`config.mk`:
```
export PLATFORM = sky130hd
export DESIGN_NAME = class_age_sched
export DESIGN_NICKNAME = d
export VERILOG_FILES = /design/src/rtl/cas_pkg.sv /design/src/rtl/cas_datapath.sv /design/src/rtl/cas_control.sv /design/src/rtl/class_age_sched.sv
export SDC_FILE = /design/constraint.sdc
export NUM_CORES = 1
export LEC_CHECK = 0
export BUFFER_PORTS_ARGS = -buffer_cell sky130_fd_sc_hd__buf_2
export CORE_ASPECT_RATIO = 0.8
export CORE_MARGIN = 2
export CORE_UTILIZATION = 45
export DETAILED_ROUTE_END_ITERATION = 8
export HOLD_SLACK_MARGIN = 0.05
export PLACE_DENSITY = 0.77
export SYNTH_ARGS = -nofsm -noshare
export SYNTH_HDL_FRONTEND = slang
export SYNTH_HIERARCHICAL = 1
export SYNTH_SLANG_ARGS = --single-unit
```
`constraint.sdc`:
```
create_clock -name clk -period 3.7 [get_ports clk]
set_clock_uncertainty 0.1 [all_clocks]
set_input_delay 0.555 -clock clk [delete_from_list [all_inputs] [get_ports clk]]
set_output_delay 0.555 -clock clk [all_outputs]
set_load 0.01 [all_outputs]
```
`src/rtl/cas_pkg.sv`:
```
package cas_pkg;
  typedef struct packed {
    logic load;
    logic clear;
  } schedStrobe_t;

  typedef enum logic {
    ST_IDLE = 1'b0,
    ST_BUSY = 1'b1
  } schedState_t;
endpackage

```
`src/rtl/cas_datapath.sv`:
```
module cas_datapath
  import cas_pkg::*;
#(
  parameter int NUM_CLASSES = 4,
  parameter int TS_W = 8,
  localparam int CLS_W = (NUM_CLASSES > 1) ? $clog2(NUM_CLASSES) : 1,
  localparam int GNT_W = 2 * NUM_CLASSES
) (
  input  logic                        clk,
  input  logic                        rstN,
  input  logic [NUM_CLASSES-1:0]      ucValid,
  input  logic [NUM_CLASSES-1:0]      mcValid,
  input  logic [NUM_CLASSES*TS_W-1:0] ucHeadTs,
  input  logic [NUM_CLASSES*TS_W-1:0] mcHeadTs,
  input  schedStrobe_t                strobe,
  output logic                        anyReq,
  output logic [GNT_W-1:0]            grant,
  output logic                        grantValid,
  output logic [CLS_W-1:0]            grantClass,
  output logic                        grantIsMc
);
  logic [NUM_CLASSES-1:0] clsReq;
  logic [NUM_CLASSES-1:0] mcPick;

  // Per-class merge: the older head wins, and a tie goes to unicast.
  for (genvar c = 0; c < NUM_CLASSES; c++) begin : g_merge
    logic [TS_W-1:0] ucTs;
    logic [TS_W-1:0] mcTs;
    logic [TS_W-1:0] ageDiff;
    logic            mcOlder;
    assign ucTs    = ucHeadTs[c*TS_W +: TS_W];
    assign mcTs    = mcHeadTs[c*TS_W +: TS_W];
    assign ageDiff = ucTs - mcTs;
    assign mcOlder = (ageDiff != '0) && !ageDiff[TS_W-1];
    assign clsReq[c] = ucValid[c] | mcValid[c];
    assign mcPick[c] = mcValid[c] & (~ucValid[c] | mcOlder);
  end

  // Strict priority: the highest requesting class index wins.
  logic [CLS_W-1:0] pickCls;
  logic             pickMc;
  always_comb begin
    pickCls = '0;
    pickMc  = 1'b0;
    for (int i = 0; i < NUM_CLASSES; i++) begin
      if (clsReq[i]) begin
        pickCls = CLS_W'(i);
        pickMc  = mcPick[i];
      end
    end
  end

  assign anyReq = |clsReq;

  logic [GNT_W-1:0] nextGrant;
  always_comb begin
    nextGrant = '0;
    nextGrant[{pickCls, pickMc}] = 1'b1;
  end

  always_ff @(posedge clk) begin
    if (!rstN || strobe.clear) begin
      grant      <= '0;
      grantValid <= 1'b0;
      grantClass <= '0;
      grantIsMc  <= 1'b0;
    end else if (strobe.load) begin
      grant      <= nextGrant;
      grantValid <= 1'b1;
      grantClass <= pickCls;
      grantIsMc  <= pickMc;
    end
  end
endmodule

```
`src/rtl/cas_control.sv`:
```
module cas_control
  import cas_pkg::*;
(
  input  logic         clk,
  input  logic         rstN,
  input  logic         anyReq,
  input  logic         done,
  output schedStrobe_t strobe
);
  schedState_t state;
  schedState_t stateNext;

  always_comb begin
    strobe    = '0;
    stateNext = state;
    unique case (state)
      ST_IDLE: if (anyReq) begin
        strobe.load = 1'b1;
        stateNext   = ST_BUSY;
      end
      ST_BUSY: if (done) begin
        strobe.clear = 1'b1;
        stateNext    = ST_IDLE;
      end
      default: stateNext = ST_IDLE;
    endcase
  end

  always_ff @(posedge clk) begin
    if (!rstN) state <= ST_IDLE;
    else       state <= stateNext;
  end
endmodule

```
`src/rtl/class_age_sched.sv`:
```
module class_age_sched
  import cas_pkg::*;
#(
  parameter int NUM_CLASSES = 4,
  parameter int TS_W = 8,
  localparam int CLS_W = (NUM_CLASSES > 1) ? $clog2(NUM_CLASSES) : 1
) (
  input  logic                        clk,
  input  logic                        rstN,
  input  logic [NUM_CLASSES-1:0]      ucValid,
  input  logic [NUM_CLASSES-1:0]      mcValid,
  input  logic [NUM_CLASSES*TS_W-1:0] ucHeadTs,
  input  logic [NUM_CLASSES*TS_W-1:0] mcHeadTs,
  input  logic                        done,
  output logic [2*NUM_CLASSES-1:0]    grant,
  output logic                        grantValid,
  output logic [CLS_W-1:0]            grantClass,
  output logic                        grantIsMc
);
  schedStrobe_t strobe;
  logic         anyReq;

  cas_control u_ctrl (
    .clk    (clk),
    .rstN   (rstN),
    .anyReq (anyReq),
    .done   (done),
    .strobe (strobe)
  );

  cas_datapath #(.NUM_CLASSES(NUM_CLASSES), .TS_W(TS_W)) u_dp (
    .clk        (clk),
    .rstN       (rstN),
    .ucValid    (ucValid),
    .mcValid    (mcValid),
    .ucHeadTs   (ucHeadTs),
    .mcHeadTs   (mcHeadTs),
    .strobe     (strobe),
    .anyReq     (anyReq),
    .grant      (grant),
    .grantValid (grantValid),
    .grantClass (grantClass),
    .grantIsMc  (grantIsMc)
  );
endmodule

```
==> results.py, run 1 <==
metrics = {
    "synth": {
        "synthMuxAreaShare": 0.0104,
        "netlist_instances": 249,
        "yosys.area_share.simple": 0.197,
        "synth_compound_area_frac": 0.281,
        "synth_cell_type_count": 51,
        "avgSynthCellArea_um2": 7.70,
        "synth_edf_count": 0,
        "synth-seq-area-share": 0.136,
        "synthArstFlopShare": 0,
        "syn_area_um2": 1920,
        "ys_seq_elements": 13,
        "synth_xor_area_frac": 0.0731,
        "synth_fa_ha_area_frac": 0.224,
        "yosysWarnings": 6,
        "synth_ff_type": "dfxtp_1",
        "syn_nets": 356,
        "synth_top_family_by_area": "compound AO/OA/AOI/OAI gates",
    },
    "setup_path": {
        "critPathArrivalTime_ns": 2.70,
        "critPathSlowestCell": "o41a_1",
        "worstSetupPathType": "input pin to register",
        "cp_max_fo": 3,
        "cp-end-kind": "register",
        "path_common_cell": "o41a_1",
        "start_kind": "input pin",
        "cpPeakStageDelay_ns": 0.47,
        "cp_cell_sequence": "buf_2 > inv_1 > ha_1 > fa_1 > nor2b_4 > o21a_1 > o221ai_1 > o41a_1 > o41a_1 > a211oi_2 > a31oi_1",
        "crit_required_ns": 3.68,
    },
    "clock_tree": {
        "postCtsSetupBuffers": 0,
        "cts_buffer_depth": 2,
        "insertion_delay_ns": 0.24,
        "cts_tree": "done",
        "htreeDepth": 1,
        "holdBufCountCts": 0,
        "cts_root_buf": "clkbuf_8",
        "cts_buffers": 3,
        "clk_pin_slew_ns": 0.06,
        "ctsResizeCount": 0,
        "clock_sinks": 13,
    },
    "sta": {
        "tightest_slew_ns": 1.06,
        "tns_ns": 0,
        "fmax_mhz": 367,
        "period_minus_slack_ns": 2.72,
        "finalCritPeriodShare": 0.735,
        "rsz0062_at_grt": "false",
        "slew_headroom": 0.289,
        "finalHoldViolations": 0,
        "final.setup.worst_slack_ns": 0.979,
        "slew_violations": 0,
        "setup_viol": 0,
    },
    "floorplanning": {
        "die_x_um": 77.0,
        "rows": 21,
        "fp.dieH_um": 62.4,
        "core_um2": 4150,
        "pin_count": 87,
        "die-area_um2": 4800,
        "start_util": 0.462,
    },
    "grt": {
        "grt_pass1_vias": 1794,
        "grt-ovfl-total": 0,
        "grt_antenna_before_repair": 0,
        "grt_max_degree": 19,
        "grt_pass1_wl_um": 7570,
        "track_usage": 0.185,
    },
    "placement": {
        "pre_cts_slack_ns": 0.724,
        "numPortBuffers": 86,
        "dp_hpwl_um": 3710,
        "place_congestion": 0.843,
    },
    "final_layout": {
        "antenna-diode-count": 0,
        "final_common_cell": "buf_2",
        "areaGrowthSynthToFinish_pct": 28.1,
        "nets": 445,
        "fillers": 403,
        "final_cell_mix": "buf_2 (86), inv_1 (38), ha_1 (28), nor2_1 (21), a21oi_1 (15)",
        "final_util": 0.592,
        "drive_gt1_frac": 0.282,
    },
    "power_and_ir_drop": {
        "p_leak_nw": 1.30,
        "p_clk_frac": 0.230,
        "sw_frac_of_total": 0.355,
        "p_per_area_nw_per_um2": 226,
        "vdd_drop_max_v": 0.000159,
        "p_int_mw": 0.359,
        "power.net_switching_mw": 0.197,
        "p_comb_frac": 0.499,
        "pwr-share-seq": 0.271,
    },
    "drt": {
        "dr.pass1.iters": 4,
        "drt-vias-per-instance": 4.95,
        "finalWirelength_um": 4340,
        "ant_nets": 0,
        "drc_errors": 0,
        "wl_per_cell_um": 11.0,
        "num_vias": 1951,
        "drt_iter0_drc": 32,
    },
    "status": {
        "outcome": "completed",
    },
    "run": {
        "drv_cap": 0,
    },
    "worst_hold_path": {
        "min_path_type": "register to register",
    },
}
-- kinds of logic after synthesis --
logic type,count (synthesis)
and+or+nand+nor,71
adders and majority gates,32
xor gates and xnor gates,16
AOI/OAI and AO/OA,75
DFF,13
muxes,2
buffers and inverters,40
-- sequential cells by signal (all words and copies together), names as in the netlist --
name	count
u_dp/grantIsMc	1
u_ctrl/state	1
u_dp/grantClass	2
u_dp/grant	8
u_dp/grantValid	1
-- per-layer routing --
layer,up-vias,track usage,wire length (µm)
met5,-,0,0
met4,0,0.0201,7
li1,1061,-,-
met3,2,0.0361,241
met2,49,0.299,1920
met1,839,0.265,2170
-- final timing paths --
check	start	endpoint	depth (start not counted)	slack (ns)
setup / recovery	ucHeadTs[24]	u_dp/grantIsMc$_SDFFE_PP0P_	11	0.98
hold / removal	u_dp/grant[1]$_SDFFE_PP0P_	u_dp/grant[1]$_SDFFE_PP0P_	2	0.34
setup reg to reg	u_ctrl/state$_SDFF_PN0_	u_dp/grant[5]$_SDFFE_PP0P_	4	1.67
hold reg to reg	u_dp/grant[1]$_SDFFE_PP0P_	u_dp/grant[1]$_SDFFE_PP0P_	2	0.34
-- worst max-delay path, delay by kind of cell --
kind / cells / cell delay (ns)
buffers and inverters: 2 / 0.10
adders and majority gates: 2 / 0.64
and+or+nand+nor: 1 / 0.12
AOI/OAI and AO/OA: 6 / 1.28
-- layout make-up --
| type | count | area (µm²) | area share |
|---|---|---|---|
| clock buffer | 4 | 45.0 | 0.0183 |
| timing repair buffer | 86 | 430 | 0.175 |
| multi-input combinational | 196 | 1510 | 0.614 |
| sequential | 13 | 260 | 0.106 |
| tap | 57 | 71.3 | 0.0290 |
| inverter | 38 | 143 | 0.0580 |
-- cell usage after synthesis (2+ instances only) --
master / instances / area, µm²
fa_1: 4 / 80.1
nand3b_1: 4 / 30.0
a31oi_1: 5 / 31.3
xor2_1: 5 / 43.8
dfxtp_1: 13 / 260
nor3_1: 2 / 10.0
nor2b_1: 9 / 56.3
nand3_1: 6 / 30.0
o31ai_1: 2 / 15.0
and3_1: 2 / 12.5
nor2_1: 21 / 78.8
o2111ai_1: 2 / 17.5
a21oi_1: 15 / 75.1
nand2b_1: 9 / 56.3
a211oi_1: 2 / 15.0
o41a_1: 2 / 22.5
o221ai_1: 2 / 17.5
mux2i_1: 2 / 20.0
a21o_1: 7 / 52.6
ha_1: 28 / 350
or3_1: 2 / 12.5
nand2_1: 8 / 30.0
inv_1: 38 / 143
o21ai_0: 12 / 60.1
o21a_1: 10 / 75.1
xnor2_1: 11 / 96.3
clkbuf_1: 2 / 7.51
-- per-stage QoR --
step                hold WS (ns)  cell area (µm²)  cells  power, mW
floorplan                  0.371             1920    249      0.344
global placement           0.331             2410    390      0.423
detailed placement         0.339             2410    390      0.429
CTS                        0.346             2460    394      0.559
global route               0.377             2460    394      0.604
finish                     0.341             2460    394      0.556
-- power groups by stage --
stage | registers, mW | logic [mW] | clock network [mW]
2_1_floorplan | 0.157 | 0.186 | 0
3_3_place_gp | 0.154 | 0.269 | 0
3_5_place_dp | 0.154 | 0.275 | 0
4_1_cts | 0.151 | 0.278 | 0.130
5_1_grt | 0.152 | 0.314 | 0.138
6_report | 0.151 | 0.278 | 0.128
(Power assumes the default switching activity.)
==> run 2, diff against run 1 <==
- ABC_AREA: not set -> 1
- PLACE_DENSITY: 0.77 -> 0.75
- clock period: 3.7 -> 2.6 ns (I/O delays scaled with it)
==> results.py, run 2 <==
metrics = {
    "status": {
        "outcome": "completed",
    },
    "floorplanning": {
        "die_x_um": 81.0,
        "core_um2": 4570,
        "rows": 22,
        "fp.dieH_um": 65.6,
        "pin_count": 87,
        "die-area_um2": 5320,
        "start_util": 0.467,
    },
    "clock_tree": {
        "holdBufCountCts": 0,
        "clk_pin_slew_ns": 0.05,
        "clock_sinks": 13,
        "ctsResizeCount": 0,
        "cts_root_buf": "clkbuf_8",
        "htreeDepth": 1,
        "cts_buffer_depth": 2,
        "cts_buffers": 3,
        "postCtsSetupBuffers": 0,
        "insertion_delay_ns": 0.24,
        "cts_tree": "done",
    },
    "final_layout": {
        "stdcell_count": 498,
        "final_cell_mix": "buf_2 (86), nand2_1 (85), inv_1 (73), nand3_1 (28), ha_1 (28)",
        "nets": 546,
        "fillers": 470,
        "antenna-diode-count": 0,
        "drive_gt1_frac": 0.256,
        "largest_reg_flops": 8,
        "reg.largest.list": "u_dp/grant: 8 flops, u_dp/grantClass: 2 flops",
        "final_common_cell": "buf_2",
        "top_register": "u_dp/grant",
        "areaGrowthSynthToFinish_pct": 25.2,
        "stdcell_area_um2": 2680,
    },
    "synth": {
        "synth_edf_count": 0,
        "synth_fa_ha_area_frac": 0.202,
        "synthTopCellsByArea": "ha_1 (16%), nand2_1 (15%), inv_1 (13%), dfxtp_1 (12%), nand3_1 (6.6%)",
        "synth-seq-area-share": 0.122,
        "synthArstFlopShare": 0,
        "syn_area_um2": 2140,
        "synth_xor_area_frac": 0.0533,
        "netlist_instances": 349,
        "yosys.area_share.simple": 0.364,
        "synth_ff_type": "dfxtp_1",
        "avgSynthCellArea_um2": 6.12,
        "synth_top_area_share": 0.164,
        "syn_nets": 456,
        "synthMuxAreaShare": 0,
        "yosys-top-cells-count": "nand2_1 (85), inv_1 (73), ha_1 (28), nand3_1 (28), a21oi_1 (27)",
        "synth_compound_area_frac": 0.121,
        "synth_top_family_by_area": "simple AND/OR/NAND/NOR gates",
        "synth_cell_type_count": 29,
        "yosysWarnings": 6,
        "yosysMostFrequentCell": "nand2_1",
        "yosysTopAreaCell": "ha_1",
        "ys_seq_elements": 13,
    },
    "run": {
        "drv_cap": 0,
    },
    "grt": {
        "grt-ovfl-total": 0,
        "grt_pass1_vias": 1995,
        "top_usage_layer": "met2",
        "track_usage": 0.180,
        "grt_pass1_wl_um": 7850,
        "grt_max_degree": 17,
        "met1_usage": 0.252,
        "use_met2": 0.300,
        "grtUsageMet3": 0.0220,
        "grt_antenna_before_repair": 0,
    },
    "setup_path": {
        "cpPeakStageDelay_ns": 0.41,
        "cp_max_fo": 4,
        "ff2ff_setup_slack_ns": 0.62,
        "crit_required_ns": 2.62,
        "reg2reg_depth": 5,
        "cp_cell_sequence": "buf_2 > inv_1 > ha_1 > fa_1 > inv_1 > nand3_1 > nand3_1 > nand3_1 > nor2_1 > nand3_1 > nand2_1 > nand2_1 > nand2_1 > nand2_1 > nand2_1 > nand2_1 > nand2_2 > nand2_4 > nand2_2 > a21oi_1",
        "cp-end-kind": "register",
        "critPathArrivalTime_ns": 2.32,
        "critPathSlowestCell": "fa_1",
        "r2r-start": "u_ctrl/state$_SDFF_PN0_",
        "path_common_cell": "nand2_1",
        "worstSetupPathType": "input pin to register",
        "rr_endpoint": "u_dp/grant[6]$_SDFFE_PP0P_",
        "start_kind": "input pin",
    },
    "power_and_ir_drop": {
        "p_leak_nw": 1.63,
        "p_per_area_nw_per_um2": 319,
        "vdd_drop_max_v": 0.000247,
    },
    "placement": {
        "dp_hpwl_um": 4200,
        "numPortBuffers": 86,
        "pre_cts_slack_ns": 0.0335,
        "dpl-instance-area_um2": 2630,
        "place_congestion": 0.928,
        "placed_cells": 494,
    },
    "worst_hold_path": {
        "hp-start": "rstN",
        "worstHoldPathCells": 3,
        "min_path_type": "input pin to register",
        "worstHoldEndpoint": "u_ctrl/state$_SDFF_PN0_",
    },
    "sta": {
        "final.setup.worst_slack_ns": 0.300,
        "tightest_slew_ns": 0.964,
        "tns_ns": 0,
        "finalHoldViolations": 0,
        "slew_violations": 0,
        "period_minus_slack_ns": 2.30,
        "rsz0062_at_grt": "false",
        "timing.hold.ws_ns": 0.293,
        "setup_viol": 0,
        "fmax_mhz": 435,
        "slew_headroom": 0.355,
        "finalCritPeriodShare": 0.885,
    },
    "drt": {
        "num_vias": 2335,
        "drc_errors": 0,
        "dr.pass1.iters": 4,
        "ant_nets": 0,
        "drt_iter0_drc": 84,
        "wl_per_cell_um": 9.52,
        "drt-vias-per-instance": 4.69,
        "finalWirelength_um": 4740,
    },
}
## run 2: cell count changes in the layout (fill, tap and decap cells not counted), moves of 7 or more
| cell | before | now |
|---|---|---|
| nand3_1 | 6 | 28 |
| a21o_1 | 7 | 0 |
| xnor2_1 | 11 | 3 |
| nand2_2 | 0 | 9 |
| nand2b_1 | 9 | 0 |
| o21a_1 | 10 | 3 |
| nor2b_1 | 9 | 0 |
| nand2_1 | 8 | 85 |
| nand4_1 | 1 | 9 |
| a21oi_1 | 15 | 27 |
| inv_1 | 38 | 73 |
## run 2: through the flow
stage,util,power [mW]
after CTS,0.585,0.860
final,0.585,0.853
after floorplan,-,0.550
after global routing,0.585,0.939
after global placement,0.576,0.672
after detailed placement,0.576,0.681
## run 2: where the power goes
group / leakage, nW / internal (mW) / switching, mW / total, mW
Clock: 0.0228 / 0.108 / 0.0680 / 0.176
Sequential: 0.107 / 0.212 / 0.00713 / 0.219
Combinational: 1.50 / 0.197 / 0.261 / 0.458
Total: 1.63 / 0.517 / 0.336 / 0.853
## run 2: area by class of cell
class | count | area [µm²] | share of cell area
flip-flops and latches | 13 | 260 | 0.0973
repair buffers | 86 | 430 | 0.161
well taps | 60 | 75.1 | 0.0281
multi-input cells | 259 | 1580 | 0.590
clock buffers | 4 | 45.0 | 0.0168
inverters | 76 | 285 | 0.107
## run 2: critical path: cells and delay by family
| kind | cells | cell delay [ns] |
|---|---|---|
| AOI/OAI and AO/OA | 1 | 0.07 |
| buffers and inverters | 3 | 0.19 |
| adders and majority gates | 2 | 0.62 |
| and+or+nand+nor | 14 | 1.03 |
## run 2: per-layer routing
layer	routed length, µm	part of all wire	vias up
met1	2390	0.50	980
met5	0	0	-
met2	2070	0.44	58
li1	-	-	1293
met4	32	0.0067	0
met3	249	0.053	4
## run 2: kinds of logic (layout without fill, tap and decap cells)
family | count (synthesis) | count (layout)
XOR/XNOR | 13 | 13
AND/OR/NAND/NOR | 169 | 169
AO/OA/AOI/OAI | 45 | 45
buffers and inverters | 77 | 166
adder cells (fa/ha/maj) | 32 | 32
flip-flops | 13 | 13
## run 2: worst max path at each step
stage,endpoint,start,cells past startpoint
after CTS,u_dp/grantIsMc$_SDFFE_PP0P_,ucHeadTs[0],20
final,u_dp/grantIsMc$_SDFFE_PP0P_,ucHeadTs[0],20
after detailed placement,u_dp/grant[1]$_SDFFE_PP0P_,ucHeadTs[0],21
after floorplan,u_dp/grantIsMc$_SDFFE_PP0P_,ucHeadTs[0],19
after global placement,u_dp/grantIsMc$_SDFFE_PP0P_,ucHeadTs[0],20
after global routing,u_dp/grant[6]$_SDFFE_PP0P_,mcValid[3],11
==> run 3, diff against run 2 <==
- BUFFER_PORTS_ARGS: -buffer_cell sky130_fd_sc_hd__buf_2 -> -buffer_cell sky130_fd_sc_hd__clkbuf_2
==> results.py, run 3 (synthesis results as in run 2) <==
metrics = {
    "grt": {
        "grt-ovfl-total": 0,
        "grt_max_degree": 17,
        "grt_pass1_vias": 2082,
        "track_usage": 0.184,
        "grt_pass1_wl_um": 8070,
        "grt_antenna_before_repair": 0,
    },
    "drt": {
        "drc_errors": 0,
        "drt-vias-per-instance": 4.77,
        "ant_nets": 0,
        "num_vias": 2376,
        "drt_iter0_drc": 99,
        "wl_per_cell_um": 9.72,
        "dr.pass1.iters": 4,
        "finalWirelength_um": 4840,
    },
    "setup_path": {
        "cpPeakStageDelay_ns": 0.41,
        "worstSetupPathType": "input pin to register",
        "crit_required_ns": 2.66,
        "start_kind": "input pin",
        "path_delay_family": "simple AND/OR/NAND/NOR gates",
        "cp_max_fo": 4,
        "critPathArrivalTime_ns": 2.37,
        "critPathSlowestCell": "fa_1",
        "cp-end-kind": "register",
        "path_common_cell": "nand2_1",
        "cp_cell_sequence": "clkbuf_2 > inv_1 > ha_1 > fa_1 > inv_1 > nand3_1 > nand2_1 > nand2_1 > nand3_1 > nor2_1 > nand3_1 > nand2_1 > nand2_1 > nand2_1 > nand2_1 > nand2_1 > nand2_1 > nand2_2 > nand2_4 > nand3_2 > a21oi_1",
        "cp_num_buf_inv": 3,
    },
    "clock_tree": {
        "clock_sinks": 13,
        "cts_tree": "done",
        "ctsResizeCount": 0,
        "cts_buffers": 3,
        "insertion_delay_ns": 0.24,
        "postCtsSetupBuffers": 0,
        "cts_buffer_depth": 2,
        "holdBufCountCts": 0,
        "htreeDepth": 1,
        "clk_pin_slew_ns": 0.05,
        "cts_root_buf": "clkbuf_8",
    },
    "power_and_ir_drop": {
        "vdd_drop_max_v": 0.000186,
        "p_per_area_nw_per_um2": 319,
        "p_leak_nw": 1.64,
    },
    "final_layout": {
        "top_register": "u_dp/grant",
        "final_cell_mix": "clkbuf_2 (86), nand2_1 (85), inv_1 (73), nand3_1 (28), ha_1 (28)",
        "final_common_cell": "clkbuf_2",
        "antenna-diode-count": 0,
        "nets": 546,
        "stdcell_count": 498,
        "largest_reg_flops": 8,
        "areaGrowthSynthToFinish_pct": 25.2,
        "reg.largest.list": "u_dp/grant: 8 flops, u_dp/grantClass: 2 flops",
        "drive_gt1_frac": 0.256,
    },
    "sta": {
        "slew_headroom": 0.350,
        "tightest_slew_ns": 0.972,
        "period_minus_slack_ns": 2.31,
        "timing.hold.ws_ns": 0.290,
        "setup_viol": 0,
        "finalHoldViolations": 0,
        "tns_ns": 0,
        "finalCritPeriodShare": 0.888,
        "slew_violations": 0,
        "rsz0062_at_grt": "false",
        "fmax_mhz": 433,
    },
    "floorplanning": {
        "die_x_um": 81.0,
        "core_um2": 4570,
        "fp.dieH_um": 65.6,
        "start_util": 0.467,
        "pin_count": 87,
        "rows": 22,
        "die-area_um2": 5320,
    },
    "worst_hold_path": {
        "min_path_type": "input pin to register",
    },
    "status": {
        "outcome": "completed",
    },
    "placement": {
        "place_congestion": 0.899,
        "numPortBuffers": 86,
        "placed_cells": 494,
        "dp_hpwl_um": 4310,
    },
    "run": {
        "drv_cap": 0,
    },
}
run 3: where the power goes:
group	switching, mW	internal (mW)
logic	0.262	0.197
clock network	0.0664	0.108
registers	0.00742	0.212
run 3: path summary, 6_finish.rpt:
check	slack, ns	to	from	cells after the start
worst max-delay path	0.29	u_dp/grant[1]$_SDFFE_PP0P_	ucHeadTs[0]	21
worst min-delay path	0.29	u_ctrl/state$_SDFF_PN0_	rstN	3
worst max register to register	0.61	u_dp/grant[6]$_SDFFE_PP0P_	u_ctrl/state$_SDFF_PN0_	5
worst min register to register	0.38	u_dp/grant[5]$_SDFFE_PP0P_	u_dp/grant[5]$_SDFFE_PP0P_	2
run 3: routing by layer:
layer / track usage / wire (µm)
met2: 0.309 / 2140
met1: 0.257 / 2390
met3: 0.0275 / 287
met4: 0.0191 / 24
met5: 0 / 0
run 3: layout make-up:
cell class,instances,area (µm²)
clock buffer,4,45.0
tap,60,75.1
sequential,13,260
fill,475,1890
inverter,76,285
timing repair buffer,86,430
multi-input combinational,259,1580
run 3: worst reg2reg max path, delay by kind of cell (launching register included):
kind / cells / cell delay [ns]
compound gates: 2 / 0.37
buf+inv: 1 / 0.31
flops: 1 / 0.32
simple gates: 2 / 0.82
run 3: per-stage QoR:
stage | cell area, µm² | util | setup WS (ns) | power [mW]
6_report | 2680 | 0.585 | 0.291 | 0.854
5_1_grt | 2680 | 0.585 | 0.0631 | 0.938
4_1_cts | 2680 | 0.585 | 0.288 | 0.861
3_5_place_dp | 2630 | 0.576 | 0.0449 | 0.682
3_3_place_gp | 2630 | 0.576 | 0.0965 | 0.672
2_1_floorplan | 2140 | - | 0.387 | 0.550
